## config.mk

```make
export PLATFORM = sky130hd
export DESIGN_NAME = selbus_chan
export DESIGN_NICKNAME = d
export VERILOG_FILES = /design/src/rtl/selbus_pkg.sv /design/src/rtl/selbus_shifter.sv /design/src/rtl/selbus_dma_wr.sv /design/src/rtl/selbus_chan.sv
export SDC_FILE = /design/constraint.sdc
export NUM_CORES = 1
export LEC_CHECK = 0
export BUFFER_PORTS_ARGS = -buffer_cell sky130_fd_sc_hd__buf_2
export CAP_MARGIN = 5
export CORE_MARGIN = 2
export CORE_UTILIZATION = 25
export CTS_CLUSTER_SIZE = 16
export DETAILED_ROUTE_END_ITERATION = 7
export GPL_TIMING_DRIVEN = 1
export PLACE_DENSITY = 0.39
export SETUP_SLACK_MARGIN = 0.4
export SKIP_CTS_REPAIR_TIMING = 1
export SLEW_MARGIN = 30
export SYNTH_ARGS = -nofsm -noshare
export SYNTH_HDL_FRONTEND = slang
export SYNTH_SLANG_ARGS = --single-unit
```

## constraint.sdc

```tcl
create_clock -name clk -period 2.8 [get_ports clk]
set_input_delay 0.56 -clock clk [delete_from_list [all_inputs] [get_ports clk]]
set_output_delay 0.56 -clock clk [all_outputs]
set_load 0.005 [all_outputs]
```

## src/rtl/selbus_pkg.sv

```systemverilog
package selbus_pkg;

    localparam logic [4:0] OFS_SEL   = 5'h00;
    localparam logic [4:0] OFS_DADDR = 5'h04;
    localparam logic [4:0] OFS_DLEN  = 5'h08;
    localparam logic [4:0] OFS_CTRL  = 5'h0C;
    localparam logic [4:0] OFS_DATA  = 5'h10;

    localparam int CS_LSB    = 7;
    localparam int ALIGN_LSB = 5;

    localparam logic [1:0] DIR_RD = 2'd0;
    localparam logic [1:0] DIR_WR = 2'd1;

    typedef struct packed {
        logic [1:0] len_m1;
        logic [1:0] dir;
        logic       dma;
        logic       start;
    } ctrl_t;

    // Place the newest len_m1+1 bytes of a shift history at the top of a word.
    function automatic logic [31:0] left_just(input logic [31:0] w, input logic [1:0] len_m1);
        case (len_m1)
            2'd0:    return {w[7:0], 24'h0};
            2'd1:    return {w[15:0], 16'h0};
            2'd2:    return {w[23:0], 8'h0};
            default: return w;
        endcase
    endfunction

endpackage

```

## src/rtl/selbus_shifter.sv

```systemverilog
module selbus_shifter #(
    parameter int HALF_DIV = 2,
    parameter int CNT_W    = 16
) (
    input  logic             clk,
    input  logic             rst,
    input  logic             go,
    input  logic [CNT_W-1:0] nbytes,
    input  logic [31:0]      tx_word,
    input  logic             tx_en,
    input  logic             hold,
    input  logic             miso,
    output logic             sclk,
    output logic             mosi,
    output logic             busy,
    output logic             byte_ev,
    output logic [7:0]       byte_rx,
    output logic             last_ev
);
    localparam int DIV_W = (HALF_DIV > 1) ? $clog2(HALF_DIV) : 1;
    localparam logic [DIV_W-1:0] DIV_END = DIV_W'(HALF_DIV - 1);

    logic [DIV_W-1:0] div_q;
    logic [2:0]       bit_q;
    logic [CNT_W-1:0] left_q;
    logic [31:0]      txsr_q;
    logic [7:0]       rxsr_q;
    logic             sclk_q, busy_q;
    logic             half_end, advance, fall_ev;

    assign half_end = (div_q == DIV_END);
    assign advance  = busy_q && !(hold && !sclk_q);
    assign fall_ev  = advance && half_end && sclk_q;
    assign byte_ev  = fall_ev && (bit_q == 3'd7);
    assign last_ev  = byte_ev && (left_q == CNT_W'(1));
    assign byte_rx  = rxsr_q;
    assign sclk     = sclk_q;
    assign busy     = busy_q;
    assign mosi     = (busy_q && tx_en) ? txsr_q[31] : 1'b1;

    always_ff @(posedge clk) begin
        if (rst) begin
            div_q  <= '0;
            bit_q  <= '0;
            left_q <= '0;
            txsr_q <= '0;
            rxsr_q <= '0;
            sclk_q <= 1'b0;
            busy_q <= 1'b0;
        end else if (!busy_q) begin
            if (go && (nbytes != '0)) begin
                busy_q <= 1'b1;
                left_q <= nbytes;
                txsr_q <= tx_word;
                div_q  <= '0;
                bit_q  <= '0;
                sclk_q <= 1'b0;
            end
        end else if (advance) begin
            if (!half_end) begin
                div_q <= div_q + 1'b1;
            end else begin
                div_q <= '0;
                if (!sclk_q) begin
                    sclk_q <= 1'b1;
                    rxsr_q <= {rxsr_q[6:0], miso};
                end else begin
                    sclk_q <= 1'b0;
                    txsr_q <= {txsr_q[30:0], 1'b0};
                    bit_q  <= bit_q + 1'b1;
                    if (bit_q == 3'd7) begin
                        left_q <= left_q - 1'b1;
                        if (left_q == CNT_W'(1))
                            busy_q <= 1'b0;
                    end
                end
            end
        end
    end
endmodule

```

## src/rtl/selbus_dma_wr.sv

```systemverilog
module selbus_dma_wr (
    input  logic        clk,
    input  logic        rst,
    input  logic        go,
    input  logic [31:0] base,
    input  logic        byte_ev,
    input  logic [7:0]  byte_rx,
    input  logic        mem_ready,
    output logic        mem_valid,
    output logic [31:0] mem_addr,
    output logic [31:0] mem_wdata
);
    logic [23:0] pack_q;
    logic [1:0]  cnt_q;
    logic [31:0] addr_q, word_q;
    logic        valid_q;

    assign mem_valid = valid_q;
    assign mem_addr  = addr_q;
    assign mem_wdata = word_q;

    always_ff @(posedge clk) begin
        if (rst) begin
            pack_q  <= '0;
            cnt_q   <= '0;
            addr_q  <= '0;
            word_q  <= '0;
            valid_q <= 1'b0;
        end else begin
            if (go) begin
                addr_q <= base;
                cnt_q  <= '0;
            end else if (valid_q && mem_ready) begin
                valid_q <= 1'b0;
                addr_q  <= addr_q + 32'd4;
            end
            if (byte_ev) begin
                if (cnt_q == 2'd3) begin
                    word_q  <= {pack_q, byte_rx};
                    valid_q <= 1'b1;
                    cnt_q   <= '0;
                end else begin
                    pack_q <= {pack_q[15:0], byte_rx};
                    cnt_q  <= cnt_q + 1'b1;
                end
            end
        end
    end
endmodule

```

## src/rtl/selbus_chan.sv

```systemverilog
module selbus_chan
    import selbus_pkg::*;
#(
    parameter int HALF_DIV = 2,
    parameter int NUM_DEV  = 3,
    parameter int CNT_W    = 16
) (
    input  logic               clk,
    input  logic               rst,
    input  logic               bus_wr,
    input  logic [4:0]         bus_addr,
    input  logic [31:0]        bus_wdata,
    output logic [31:0]        bus_rdata,
    output logic [NUM_DEV-1:0] cs_n,
    output logic               sclk,
    output logic               mosi,
    input  logic               miso,
    output logic               mem_valid,
    input  logic               mem_ready,
    output logic [31:0]        mem_addr,
    output logic [31:0]        mem_wdata
);
    logic [NUM_DEV-1:0]       sel_q;
    logic [31:ALIGN_LSB]      daddr_q;
    logic [CNT_W-1:ALIGN_LSB] dlen_q;
    ctrl_t                    ctrl_q, req;
    logic [31:0]              data_q;
    logic [23:0]              acc_q;
    logic [31:0]              nxt_acc;

    logic wr_sel, wr_daddr, wr_dlen, wr_ctrl, wr_data;
    logic go, dma_go, tx_en;
    logic [CNT_W-1:0] nbytes;
    logic sh_busy, sh_byte, sh_last;
    logic [7:0] sh_rx;
    logic run_w;
    logic [4:0] fld_w;

    assign wr_sel   = bus_wr && (bus_addr == OFS_SEL);
    assign wr_daddr = bus_wr && (bus_addr == OFS_DADDR);
    assign wr_dlen  = bus_wr && (bus_addr == OFS_DLEN);
    assign wr_ctrl  = bus_wr && (bus_addr == OFS_CTRL);
    assign wr_data  = bus_wr && (bus_addr == OFS_DATA);

    assign req    = ctrl_t'(bus_wdata[5:0]);
    assign go     = wr_ctrl && !ctrl_q.start && req.start && !(req.dma && (req.dir != DIR_RD));
    assign dma_go = go && req.dma;
    assign nbytes = req.dma ? {dlen_q, {ALIGN_LSB{1'b0}}}
                            : CNT_W'(req.len_m1) + CNT_W'(1);
    assign tx_en  = (ctrl_q.dir == DIR_WR) && !ctrl_q.dma;
    assign nxt_acc = {acc_q, sh_rx};
    assign cs_n   = ~sel_q;
    assign run_w  = ctrl_q.start;
    assign fld_w  = ctrl_q[5:1];

    selbus_shifter #(.HALF_DIV(HALF_DIV), .CNT_W(CNT_W)) u_shift (
        .clk     (clk),
        .rst     (rst),
        .go      (go),
        .nbytes  (nbytes),
        .tx_word (data_q),
        .tx_en   (tx_en),
        .hold    (mem_valid),
        .miso    (miso),
        .sclk    (sclk),
        .mosi    (mosi),
        .busy    (sh_busy),
        .byte_ev (sh_byte),
        .byte_rx (sh_rx),
        .last_ev (sh_last)
    );

    selbus_dma_wr u_dma (
        .clk       (clk),
        .rst       (rst),
        .go        (dma_go),
        .base      ({daddr_q, {ALIGN_LSB{1'b0}}}),
        .byte_ev   (sh_byte && ctrl_q.dma),
        .byte_rx   (sh_rx),
        .mem_ready (mem_ready),
        .mem_valid (mem_valid),
        .mem_addr  (mem_addr),
        .mem_wdata (mem_wdata)
    );

    always_ff @(posedge clk) begin
        if (rst) begin
            sel_q   <= '0;
            daddr_q <= '0;
            dlen_q  <= '0;
            ctrl_q  <= '0;
            data_q  <= '0;
            acc_q   <= '0;
        end else begin
            if (wr_sel)   sel_q   <= bus_wdata[CS_LSB +: NUM_DEV];
            if (wr_daddr) daddr_q <= bus_wdata[31:ALIGN_LSB];
            if (wr_dlen)  dlen_q  <= bus_wdata[CNT_W-1:ALIGN_LSB];
            if (wr_data)  data_q  <= bus_wdata;

            if (ctrl_q.start) begin
                if (!sh_busy && !mem_valid)
                    ctrl_q.start <= 1'b0;
            end else if (wr_ctrl) begin
                ctrl_q.len_m1 <= req.len_m1;
                ctrl_q.dir    <= req.dir;
                ctrl_q.dma    <= req.dma;
                ctrl_q.start  <= go;
            end

            if (sh_byte && !ctrl_q.dma)
                acc_q <= nxt_acc[23:0];
            if (sh_last && !ctrl_q.dma && (ctrl_q.dir == DIR_RD))
                data_q <= left_just(nxt_acc, ctrl_q.len_m1);
        end
    end

    always_comb begin
        case (bus_addr)
            OFS_SEL:   bus_rdata = 32'(sel_q) << CS_LSB;
            OFS_DADDR: bus_rdata = {daddr_q, {ALIGN_LSB{1'b0}}};
            OFS_DLEN:  bus_rdata = 32'({dlen_q, {ALIGN_LSB{1'b0}}});
            OFS_CTRL:  bus_rdata = {26'h0, ctrl_q};
            OFS_DATA:  bus_rdata = data_q;
            default:   bus_rdata = '0;
        endcase
    end
endmodule

```

# [Yosys cells after proc, flatten, opt, wreduce, memory -nomap -nowiden]
# Index checks and enable logic that the tools add are counted.
# W data, S select, Z words.
[totals] elab_cells=145 regBits=256 output_inout_bits=102 inputBits=42
[classes] muxes=49 n_bitwise=4 n_reduce_logical=50 eq_ne=14 addsub=6
[op_table] op="$mux W32" n=9
[op_table] op="$pmux W32 S5" n=1
[op_table] op="$mux W16" n=7
[op_table] op="$pmux W32 S3" n=1
[op_table] op="$add A32 B3 Y32 const B" n=1
[op_table] op="$logic_and A1 B1 Y1" n=25
[op_table] op="$mux W1" n=23
[op_table] op="$eq A16 B1 Y1 const B" n=1
[op_table] op="$reduce_bool A16 Y1" n=1
[op_table] op="$sub A16 B1 Y16 const B" n=1
[op_table] op="$mux W3" n=5
[op_table] op="$eq A5 B4 Y1 const B" n=2
[op_table] op="$reduce_bool A2 Y1" n=5
[op_table] op="$reduce_and A2 Y1" n=4
[op_table] op="$reduce_and A4 Y1" n=2
[op_table] op="$logic_not A1 Y1" n=7
[op_table] op="$mux W2" n=3
[op_table] op="$eq A5 B3 Y1 const B" n=1
[op_table] op="$eq A5 B5 Y1 const B" n=1
[op_table] op="$logic_not A5 Y1" n=1
[op_table] op="$reduce_and A5 Y1" n=1
[op_table] op="$eq A2 B1 Y1 const B" n=2
[op_table] op="$eq A2 B2 Y1 const B" n=2
[op_table] op="$logic_not A2 Y1" n=2
[op_table] op="11 further kinds" n=15

# [Depth between registers and ports, before layout]
# Gate-level depths: netlist of run 1.
[depth] word_depth=11 ltp_mapped=9

# [Hierarchy]
# A second synthesis of run 1 with hierarchy kept.
[unflattened] hier_cells=1523 hier_area_um2=12637.1
[by_module_without_submodules] mod="selbus_chan" cells_each=646 n_inst=1 area_each_um2=5330.1
[by_module_without_submodules] mod="selbus_dma_wr" cells_each=512 n_inst=1 area_each_um2=3996.3
[by_module_without_submodules] mod="selbus_shifter" cells_each=365 n_inst=1 area_each_um2=3310.7

# [Worst setup path after synthesis of run 1]
# Ideal clock, no wire load.
[synth_path] kind="input -> output" from="input port bus_addr[4]" to="output port bus_rdata[17]" slack_ns=0.459 t_required_ns=2.240 n_path_buf=2 stages=5 t_arrival_ns=1.781 path_cell_list="nor4b_4 > nor2b_1 > buf_2 > buf_1 > a22o_1"
[synth_via] elab_chain_cells=2 word_cells_on_any_way=6
[synth_lines] item="start, declared" line="selbus_chan.sv:11" source="input logic [4:0] bus_addr,"
[synth_lines] item="$eq A5 B5 Y1 (tied with other cells)" line="selbus_chan.sv:118" source="case (bus_addr)"
[synth_lines] item="$pmux W32 S5 *" line="selbus_chan.sv:118"
[synth_lines] item="end, declared" line="selbus_chan.sv:13" source="output logic [31:0] bus_rdata,"
# Mark *: on every way between the ends. The rest lies on a longest branch, timed or not.

# [Worst setup path after layout of run 1]
[layout_path] from="input port bus_addr[1]" to="output port bus_rdata[29]"
# Same word-level chain as after synthesis.

==> results.sh, run 1 <==
export IMPL_clk_pin_slew_worst_paths_ns=0.05
export IMPL_cts_tree="yes"
export IMPL_final_cell_area_um2=14700
export IMPL_core_um2=46500
export IMPL_syn_to_final_growth_pct=25.0
export IMPL_synth_warnings=0
export IMPL_async_reset_ff_share_pct=0
export IMPL_die_height_um=221
export IMPL_hold_path_class="in2reg"
export IMPL_routabilityCongestion=0.793
export IMPL_relSlewSlack_pct=47.2
export IMPL_synth_xor_area_share_pct=2.53
export IMPL_end_kind="primary output"
export IMPL_drtAntennaViolNets=0
export IMPL_cts_sinks=254
export IMPL_cts_root_buf="clkbuf_16"
export IMPL_ir_drop_mv=0.373
export IMPL_drv_slew=0
export IMPL_startpoint_type="input port"
export IMPL_drtIter0Drc=737
export IMPL_synth_top_cell_area_share_pct=43.3
export IMPL_drc=0
export IMPL_skew_ns=0.0169
export IMPL_fin_crit_ns=2.46
export IMPL_synth_fa_ha_area_share_pct=0.745
export IMPL_fin_nets=1614
export IMPL_ys_seq_elements=254
export IMPL_yosys_area_share_simple_pct=23.1
export IMPL_timing_final_hold_violations=0
export IMPL_avgSynthCellArea_um2=8.14
export IMPL_grt_ovfl_total=0
export IMPL_rows=79
export IMPL_io_buffer_count=141
export IMPL_grt_pass1_vias=10289
export IMPL_synth_edf_count=0
export IMPL_synth_mux_area_share_pct=7.51
export IMPL_start_util_pct=25.3
export IMPL_syn_area_um2=11800
export IMPL_yosys_top_cells_area="dfxtp_1 (43%), nand2_1 (10%), a21oi_1 (6.8%)"
export IMPL_worst_slew_pin_slew_ns=0.791
export IMPL_grt_total_usage_pct=16.6
export IMPL_syn_inst=1444
export IMPL_io_pins=144
export IMPL_finalSetupViolCount=0
export IMPL_ys_types=67
export IMPL_rsz0062_at_grt="true"
export IMPL_synth_top_family_by_area="simple AND/OR/NAND/NOR gates"
export IMPL_synth_compound_area_share_pct=17.8
export IMPL_numCtsBuffers=34
export IMPL_critPathArrivalTime_ns=1.90
export IMPL_power_w=0.00824
export IMPL_cp_required_ns=2.24
export IMPL_power_density_nw_per_um2=561
export IMPL_dpl_cell_area_um2=13200
export IMPL_cellLeakagePower_nw=5.35
export IMPL_cap_violations=0
export IMPL_finalSetupTns_ns=0
export IMPL_grt_pass1_wl_um=64100
export IMPL_synthFlopType="dfxtp_1"
export IMPL_cp_max_fo=6
export IMPL_status="finished, final reports clean"
export IMPL_firstDrtPassIters=5
export IMPL_num_vias=10832
export IMPL_critical_path_class="in2out"
export IMPL_yosysTopAreaCell="dfxtp_1"
export IMPL_fp_dieW_um=221
export IMPL_antenna_found_initial=1
export IMPL_post_drt_wl_per_cell_um=19.7
export IMPL_clk_latency_ns=0.53
export IMPL_timing_final_crit_share_pct=87.8
export IMPL_ys_seq_area_share_pct=43.3
export IMPL_die_area_um2=48800
export IMPL_cts_path_max_buffers=3
export IMPL_grt_max_degree=97
export IMPL_ctsHtreeMaxLevel=2
export IMPL_fmax_ghz=0.407
export IMPL_drive_gt1_share_pct=20.4
export IMPL_routed_wl_um=43200
export IMPL_num_fill_cells=4975
export IMPL_viasPerCell=4.93
export IMPL_post_dp_hpwl_um=28400
cell type report:
class / count / area [um2] / area share (%)
multi-input cells: 1043 / 6150 / 41.9
flip-flops and latches: 254 / 5090 / 34.6
repair buffers: 211 / 1510 / 10.3
clock buffers: 51 / 1030 / 6.98
well taps: 607 / 759 / 5.17
inverters: 21 / 78.8 / 0.537
clock inverters: 8 / 76.3 / 0.520
diodes: 1 / 2.50 / 0.0170
flip-flops by register name, summed over array words and instances (netlist names), 2 cells and up:
register and count:
ctrl_q 5, u_dma.mem_wdata 32, u_shift.left_q 16, acc_q 24, u_dma.pack_q 24, u_shift.txsr_q 32
data_q 32, sel_q 3, dlen_q 11, u_dma.cnt_q 2, u_shift.byte_rx 8, u_shift.bit_q 3
daddr_q 27, u_dma.mem_addr 30
worst max-delay path: stages:
cell and delay (ns):
buf_8 0.11, nor4b_4 0.27, buf_6 0.13, nor2b_4 0.15
buf_12 0.14, buf_12 0.12, buf_12 0.11, a22o_1 0.17
buf_2 0.12
kinds of logic (layout without fill, tap and decap cells):
| group | Yosys count | after routing |
|---|---|---|
| mux | 85 | 85 |
| fa+ha+maj | 7 | 7 |
| other cells | 1 | 3 |
| simple gates | 596 | 596 |
| compound gates | 319 | 319 |
| xor+xnor | 34 | 34 |
| flops | 254 | 254 |
| buf+inv | 148 | 291 |
layout by cell type (no fill, tap or decap), types with 4 or more instances in the layout:
| master | instances |
|---|---|
| a211oi_1 | 59 |
| a21oi_1 | 159 |
| a221o_1 | 4 |
| a221oi_1 | 5 |
| a221oi_2 | 5 |
| a222oi_1 | 8 |
| a22o_1 | 21 |
| a311oi_1 | 25 |
| a31oi_1 | 7 |
| and3_1 | 11 |
| and4_1 | 4 |
| buf_12 | 11 |
| buf_2 | 136 |
| buf_4 | 51 |
| buf_6 | 5 |
| clkbuf_1 | 7 |
| clkbuf_16 | 40 |
| clkbuf_8 | 10 |
| dfxtp_1 | 253 |
| ha_1 | 7 |
| inv_1 | 21 |
| mux2_2 | 25 |
| mux2i_1 | 60 |
| nand2_1 | 318 |
| nand3_1 | 52 |
| nand4_1 | 18 |
| nor2_1 | 118 |
| nor3_1 | 17 |
| nor4_1 | 9 |
| nor4_2 | 9 |
| o21ai_0 | 9 |
| or3_1 | 4 |
| xnor2_1 | 23 |
| xor2_1 | 11 |
power by group:
| part | switching (W) | internal (W) | total [W] |
|---|---|---|---|
| sequential | 0.0000110 | 0.00363 | 0.00364 |
| clock | 0.00172 | 0.00262 | 0.00434 |
| combinational | 0.000177 | 0.0000828 | 0.000260 |
final timing paths:
| check | from | to | slack [ns] | depth (start not counted) |
|---|---|---|---|---|
| min reg2reg | u_dma.mem_wdata[25]$_SDFFE_PP0P_ | u_dma.mem_wdata[25]$_SDFFE_PP0P_ | 0.45 | 2 |
| min | miso | u_shift.byte_rx[0]$_SDFFE_PP0P_ | 0.29 | 3 |
| max | bus_addr[1] | bus_rdata[29] | 0.34 | 9 |
| max reg2reg | u_dma.mem_addr[10]$_SDFFE_PP0P_ | u_dma.mem_addr[26]$_SDFFE_PP0P_ | 0.54 | 5 |
metal layers:
layer	share of wire, %	up-vias	global-route usage, %
met5	0	-	0
met4	2.3	0	4.59
met3	4.2	52	3.12
met2	47	206	27.0
met1	47	5246	22.5
li1	-	5328	-
metrics by stage:
step | utilization, % | hold WS, ns | std cells | setup slack (ns)
2_1_floorplan | - | 0.432 | 1445 | 0.459
3_5_place_dp | 28.5 | 0.448 | 2120 | 0.156
5_1_grt | 31.6 | 0.269 | 2195 | 0.257
4_1_cts | 30.8 | 0.255 | 2179 | 0.244
6_report | 31.6 | 0.287 | 2196 | 0.342
3_3_place_gp | 28.5 | 0.442 | 2120 | 0.166
cells in the mapped netlist (7+ instances only):
master and n:
mux2_2 25, a311oi_1 25, inv_1 21, and3_1 11, xnor2_1 23, o21ai_0 9, buf_1 10, clkbuf_1 94
a211oi_1 59, a22o_1 21, nor4_2 7, nand3_1 52, a21oi_1 159, a222oi_1 8, ha_1 7, dfxtp_1 254
nor4_1 11, buf_2 19, mux2i_1 60, nor2_1 118, nand2_1 318, nand4_1 18, xor2_1 11, a31oi_1 7
nor3_1 18, a221oi_1 10
Note: power is estimated with default switching activity, not from simulation.
==> inputs of run 2 (changes only) <==
--- a/config.mk
+++ b/config.mk
@@ -12,6 +12,7 @@
 export CTS_CLUSTER_SIZE = 16
 export DETAILED_ROUTE_END_ITERATION = 7
 export GPL_TIMING_DRIVEN = 1
+export MAX_ROUTING_LAYER = met4
 export PLACE_DENSITY = 0.39
 export SETUP_SLACK_MARGIN = 0.4
 export SKIP_CTS_REPAIR_TIMING = 1
==> results.sh, run 2 (synthesis results as in run 1) <==
export IMPL_start_util_pct=25.3
export IMPL_relSlewSlack_pct=46.8
export IMPL_hold_path_class="in2reg"
export IMPL_sequentialPowerShare_pct=44.2
export IMPL_die_height_um=221
export IMPL_r2r_cells=7
export IMPL_path_depth=9
export IMPL_drtAntennaViolNets=0
export IMPL_drtIter0Drc=814
export IMPL_worstPathCellList="buf_8 > nor4b_4 > buf_6 > nor2b_4 > buf_12 > buf_12 > buf_12 > a22o_1 > buf_2"
export IMPL_ctsHtreeMaxLevel=2
export IMPL_place_inst=2120
export IMPL_post_dp_hpwl_um=28400
export IMPL_firstDrtPassIters=5
export IMPL_cp_required_ns=2.24
export IMPL_hold_depth=3
export IMPL_cts_path_max_buffers=3
export IMPL_num_vias=10922
export IMPL_power_switching_share_pct=23.1
export IMPL_die_area_um2=48800
export IMPL_holdWs_ns=0.288
export IMPL_drive_gt1_share_pct=20.5
export IMPL_layout_common_cells="nand2_1 (318), dfxtp_1 (253), a21oi_1 (159)"
export IMPL_end_kind="primary output"
export IMPL_worst_slew_pin_slew_ns=0.796
export IMPL_finalSetupTns_ns=0
export IMPL_core_um2=46500
export IMPL_finalSetupViolCount=0
export IMPL_power_density_nw_per_um2=560
export IMPL_clk_pin_slew_worst_paths_ns=0.05
export IMPL_io_buffer_count=141
export IMPL_clk_latency_ns=0.53
export IMPL_cts_root_buf="clkbuf_16"
export IMPL_layout_commonest_cell="nand2_1"
export IMPL_crit_family="buffers and inverters"
export IMPL_num_fill_cells=4975
export IMPL_timing_final_hold_violations=0
export IMPL_grt_total_usage_pct=17.1
export IMPL_fin_crit_ns=2.45
export IMPL_ir_drop_mv=0.373
export IMPL_syn_to_final_growth_pct=25.1
export IMPL_io_pins=144
export IMPL_ff_latch_area_um2=5090
export IMPL_multi_input_area_um2=6150
export IMPL_cts_tree="yes"
export IMPL_max_stage_delay_ns=0.27
export IMPL_dpl_cell_area_um2=13200
export IMPL_power_frac_comb_pct=3.2
export IMPL_final_cell_area_um2=14700
export IMPL_rsz0062_at_grt="true"
export IMPL_grt_ovfl_total=0
export IMPL_numCtsBuffers=34
export IMPL_rows=79
export IMPL_cellLeakagePower_nw=5.36
export IMPL_fin_cells=2197
export IMPL_critPathArrivalTime_ns=1.89
export IMPL_cts_sinks=254
export IMPL_routed_wl_um=43200
export IMPL_cp_max_fo=6
export IMPL_skew_ns=0.0168
export IMPL_drc=0
export IMPL_p_switching_w=0.00190
export IMPL_critical_path_class="in2out"
export IMPL_cpMaxStageDelayCell="nor4b_4"
export IMPL_grt_pass1_vias=10278
export IMPL_drv_slew=0
export IMPL_startpoint_type="input port"
export IMPL_viasPerCell=4.97
export IMPL_fmax_ghz=0.408
export IMPL_clock_power_share_pct=52.7
export IMPL_routabilityCongestion=0.804
export IMPL_fp_dieW_um=221
export IMPL_fin_nets=1615
export IMPL_post_drt_wl_per_cell_um=19.7
export IMPL_cp_buffers_inverters=6
export IMPL_grt_pass1_wl_um=64000
export IMPL_intPower_w=0.00633
export IMPL_antenna_found_initial=1
export IMPL_power_w=0.00823
export IMPL_cap_violations=0
export IMPL_status="finished, final reports clean"
export IMPL_grt_max_degree=97
export IMPL_timing_final_crit_share_pct=87.5
export IMPL_crit_path_frequent_cell="buf_12"
## run 2: changes by cell type in the layout (fill, tap and decap cells not counted), sizes merged
cell,change
buf,+1
## run 2: through the flow
| stage | setup slack [ns] | utilization, % |
|---|---|---|
| floorplan | 0.459 | - |
| global placement | 0.166 | 28.5 |
| detailed placement | 0.156 | 28.5 |
| CTS | 0.244 | 30.8 |
| global route | 0.262 | 31.6 |
| finish | 0.350 | 31.6 |
## run 2: path summary, 6_finish.rpt
| kind | from | end | slack [ns] |
|---|---|---|---|
| worst min-delay path | miso | u_shift.byte_rx[0]$_SDFFE_PP0P_ | 0.29 |
| worst min register to register | acc_q[18]$_SDFFE_PP0P_ | acc_q[18]$_SDFFE_PP0P_ | 0.45 |
| worst max register to register | u_shift.left_q[5]$_SDFFE_PP0P_ | data_q[18]$_SDFFE_PP0P_ | 0.55 |
| worst max-delay path | bus_addr[1] | bus_rdata[29] | 0.35 |
## run 2: power groups by stage
stage	registers, W	clock network (W)	logic, W
finish	0.00364	0.00434	0.000260
global route	0.00364	0.00460	0.000281
CTS	0.00364	0.00447	0.000237
detailed placement	0.00372	0	0.000237
global placement	0.00372	0	0.000237
floorplan	0.00371	0	0.000119
## run 2: final cells by class
class / count / share of cell area, %
Clock inverter: 8 / 0.519
Antenna cell: 1 / 0.0170
Timing Repair Buffer: 212 / 10.3
Multi-Input combinational cell: 1043 / 41.9
Sequential cell: 254 / 34.6
Inverter: 21 / 0.536
Clock buffer: 51 / 6.98
Tap cell: 607 / 5.17
## run 2: per-layer routing
layer | up-vias | GRT usage [%] | routed length (um)
met1 | 5304 | 22.6 | 20000
met3 | 54 | 3.07 | 1880
met5 | - | - | 0
li1 | 5338 | - | -
met4 | 0 | 4.59 | 991
met2 | 226 | 27.0 | 20300
## run 2: worst min-delay path: stages
cell and delay (ns):
buf_2 0.10, nand2_1 0.05, a21oi_1 0.05
==> inputs of run 3 (changes only) <==
==> constraint.sdc (replaced) <==
create_clock -name clk -period 2.8 [get_ports clk]
set_input_delay 0 -clock clk [delete_from_list [all_inputs] [get_ports clk]]
set_output_delay 0 -clock clk [all_outputs]
set_load 0.005 [all_outputs]
==> results.sh, run 3 (synthesis results as in run 1) <==
export IMPL_num_vias=10828
export IMPL_final_cell_area_um2=14600
export IMPL_crit_family="simple AND/OR/NAND/NOR gates"
export IMPL_cap_violations=0
export IMPL_fp_dieW_um=221
export IMPL_end_kind="flop"
export IMPL_cp_required_ns=3.22
export IMPL_cellLeakagePower_nw=5.32
export IMPL_ctsHtreeMaxLevel=1
export IMPL_worstPathCellList="ha_1 > ha_1 > and4_1 > buf_4 > nor2_1 > o32ai_1"
export IMPL_clk_pin_slew_worst_paths_ns=0.06
export IMPL_firstDrtPassIters=5
export IMPL_fin_nets=1627
export IMPL_post_drt_wl_per_cell_um=18.8
export IMPL_grt_pass1_vias=10475
export IMPL_viasPerCell=4.90
export IMPL_routabilityCongestion=0.814
export IMPL_finalSetupTns_ns=0
export IMPL_worst_slew_pin_slew_ns=0.705
export IMPL_ir_drop_mv=0.405
export IMPL_holdWs_ns=-0.0216
export IMPL_cp_max_fo=10
export IMPL_antennaDiodeCount=0
export IMPL_post_dp_hpwl_um=28400
export IMPL_antenna_found_initial=0
export IMPL_critical_path_class="reg2reg"
export IMPL_skew_ns=0.0202
export IMPL_drtAntennaViolNets=0
export IMPL_routed_wl_um=41500
export IMPL_rows=79
export IMPL_dpl_cell_area_um2=13200
export IMPL_clk_latency_ns=0.58
export IMPL_fin_crit_ns=2.21
export IMPL_multi_input_area_um2=6090
export IMPL_cts_tree="yes"
export IMPL_max_stage_delay_ns=0.57
export IMPL_fmax_ghz=0.453
export IMPL_timing_final_crit_share_pct=78.8
export IMPL_hold_path_class="in2reg"
export IMPL_status="finished, violations left"
export IMPL_critPathArrivalTime_ns=2.63
export IMPL_cts_path_max_buffers=3
export IMPL_grt_ovfl_total=0
export IMPL_layout_common_cells="nand2_1 (318), dfxtp_1 (253), a21oi_1 (159)"
export IMPL_start_util_pct=25.3
export IMPL_num_fill_cells=5017
export IMPL_failed_checks="hold timing"
export IMPL_startpoint_type="flop"
export IMPL_rsz0062_at_grt="false"
export IMPL_grt_max_degree=90
export IMPL_final_core_util_pct=31.5
export IMPL_grt_pass1_wl_um=64300
export IMPL_relSlewSlack_pct=52.3
export IMPL_die_area_um2=48800
export IMPL_ff_latch_area_um2=5090
export IMPL_io_pins=144
export IMPL_grt_total_usage_pct=16.9
export IMPL_power_density_nw_per_um2=560
export IMPL_cp_buffers_inverters=1
export IMPL_timing_final_hold_violations=3
export IMPL_fin_cells=2209
export IMPL_io_buffer_count=141
export IMPL_core_um2=46500
export IMPL_numCtsBuffers=30
export IMPL_cts_sinks=254
export IMPL_drc=0
export IMPL_finalSetupViolCount=0
export IMPL_cts_root_buf="clkbuf_16"
export IMPL_die_height_um=221
export IMPL_place_inst=2117
export IMPL_cpMaxStageDelayCell="nor2_1"
export IMPL_crit_path_frequent_cell="ha_1"
export IMPL_drv_slew=0
export IMPL_layout_commonest_cell="nand2_1"
export IMPL_drtIter0Drc=717
export IMPL_drive_gt1_share_pct=18.4
export IMPL_syn_to_final_growth_pct=24.4
-- run 3: changes by cell type in the layout (fill, tap and decap cells not counted), sizes merged --
cell         delta
diode           -1
inv             -1
buf            -15
bufinv          +4
clkinv          +5
clkbuf         -15
dlygate4sd3    +36
clkinvlp        -1
-- run 3: layer usage --
layer	share of wire (%)	GRT usage [%]
met5	0	-
met4	2.1	3.92
met3	3.9	2.28
met2	47	27.2
met1	47	22.5
-- run 3: metrics by stage --
step           total power [W]  hold WS [ns]  worst slack (ns)
5_1_grt                0.00850       0.00500             0.436
3_3_place_gp           0.00395         0.264             0.572
2_1_floorplan          0.00383         0.136             0.915
4_1_cts                0.00828        -0.351             0.524
3_5_place_dp           0.00395         0.271             0.517
6_report               0.00819       -0.0216             0.592
-- run 3: final timing paths --
path / start / end / slack (ns) / cells after the start
worst max-delay path: u_shift.bit_q[0]$_SDFFE_PP0P_ / u_shift.left_q[15]$_SDFFE_PP0P_ / 0.59 / 6
worst min-delay path: bus_addr[2] / sel_q[0]$_SDFFE_PP0P_ / -0.02 / 5
worst max register to register: u_shift.bit_q[0]$_SDFFE_PP0P_ / u_shift.left_q[15]$_SDFFE_PP0P_ / 0.59 / 6
worst min register to register: u_dma.mem_wdata[30]$_SDFFE_PP0P_ / u_dma.mem_wdata[30]$_SDFFE_PP0P_ / 0.45 / 2
-- run 3: power by group --
group,switching (W),total [W],internal (W),leakage (nW)
Clock,0.00166,0.00429,0.00263,0.536
Sequential,0.0000109,0.00363,0.00362,2.05
Combinational,0.000172,0.000266,0.0000938,2.74
Total,0.00184,0.00819,0.00635,5.32
-- run 3: cell type report --
type / count / share of cell area [%]
Clock buffer: 41 / 5.97
Clock inverter: 15 / 1.48
Inverter: 21 / 0.539
Multi-Input combinational cell: 1043 / 41.6
Sequential cell: 254 / 34.8
Tap cell: 607 / 5.20
Timing Repair Buffer: 228 / 10.4
-- run 3: worst reg2reg max path, delay by kind of cell, from the launching register on --
kind	cells	cell delay, ns
simple gates	2	0.91
fa+ha+maj	2	0.39
flops	1	0.32
buf+inv	1	0.25
compound gates	1	0.20
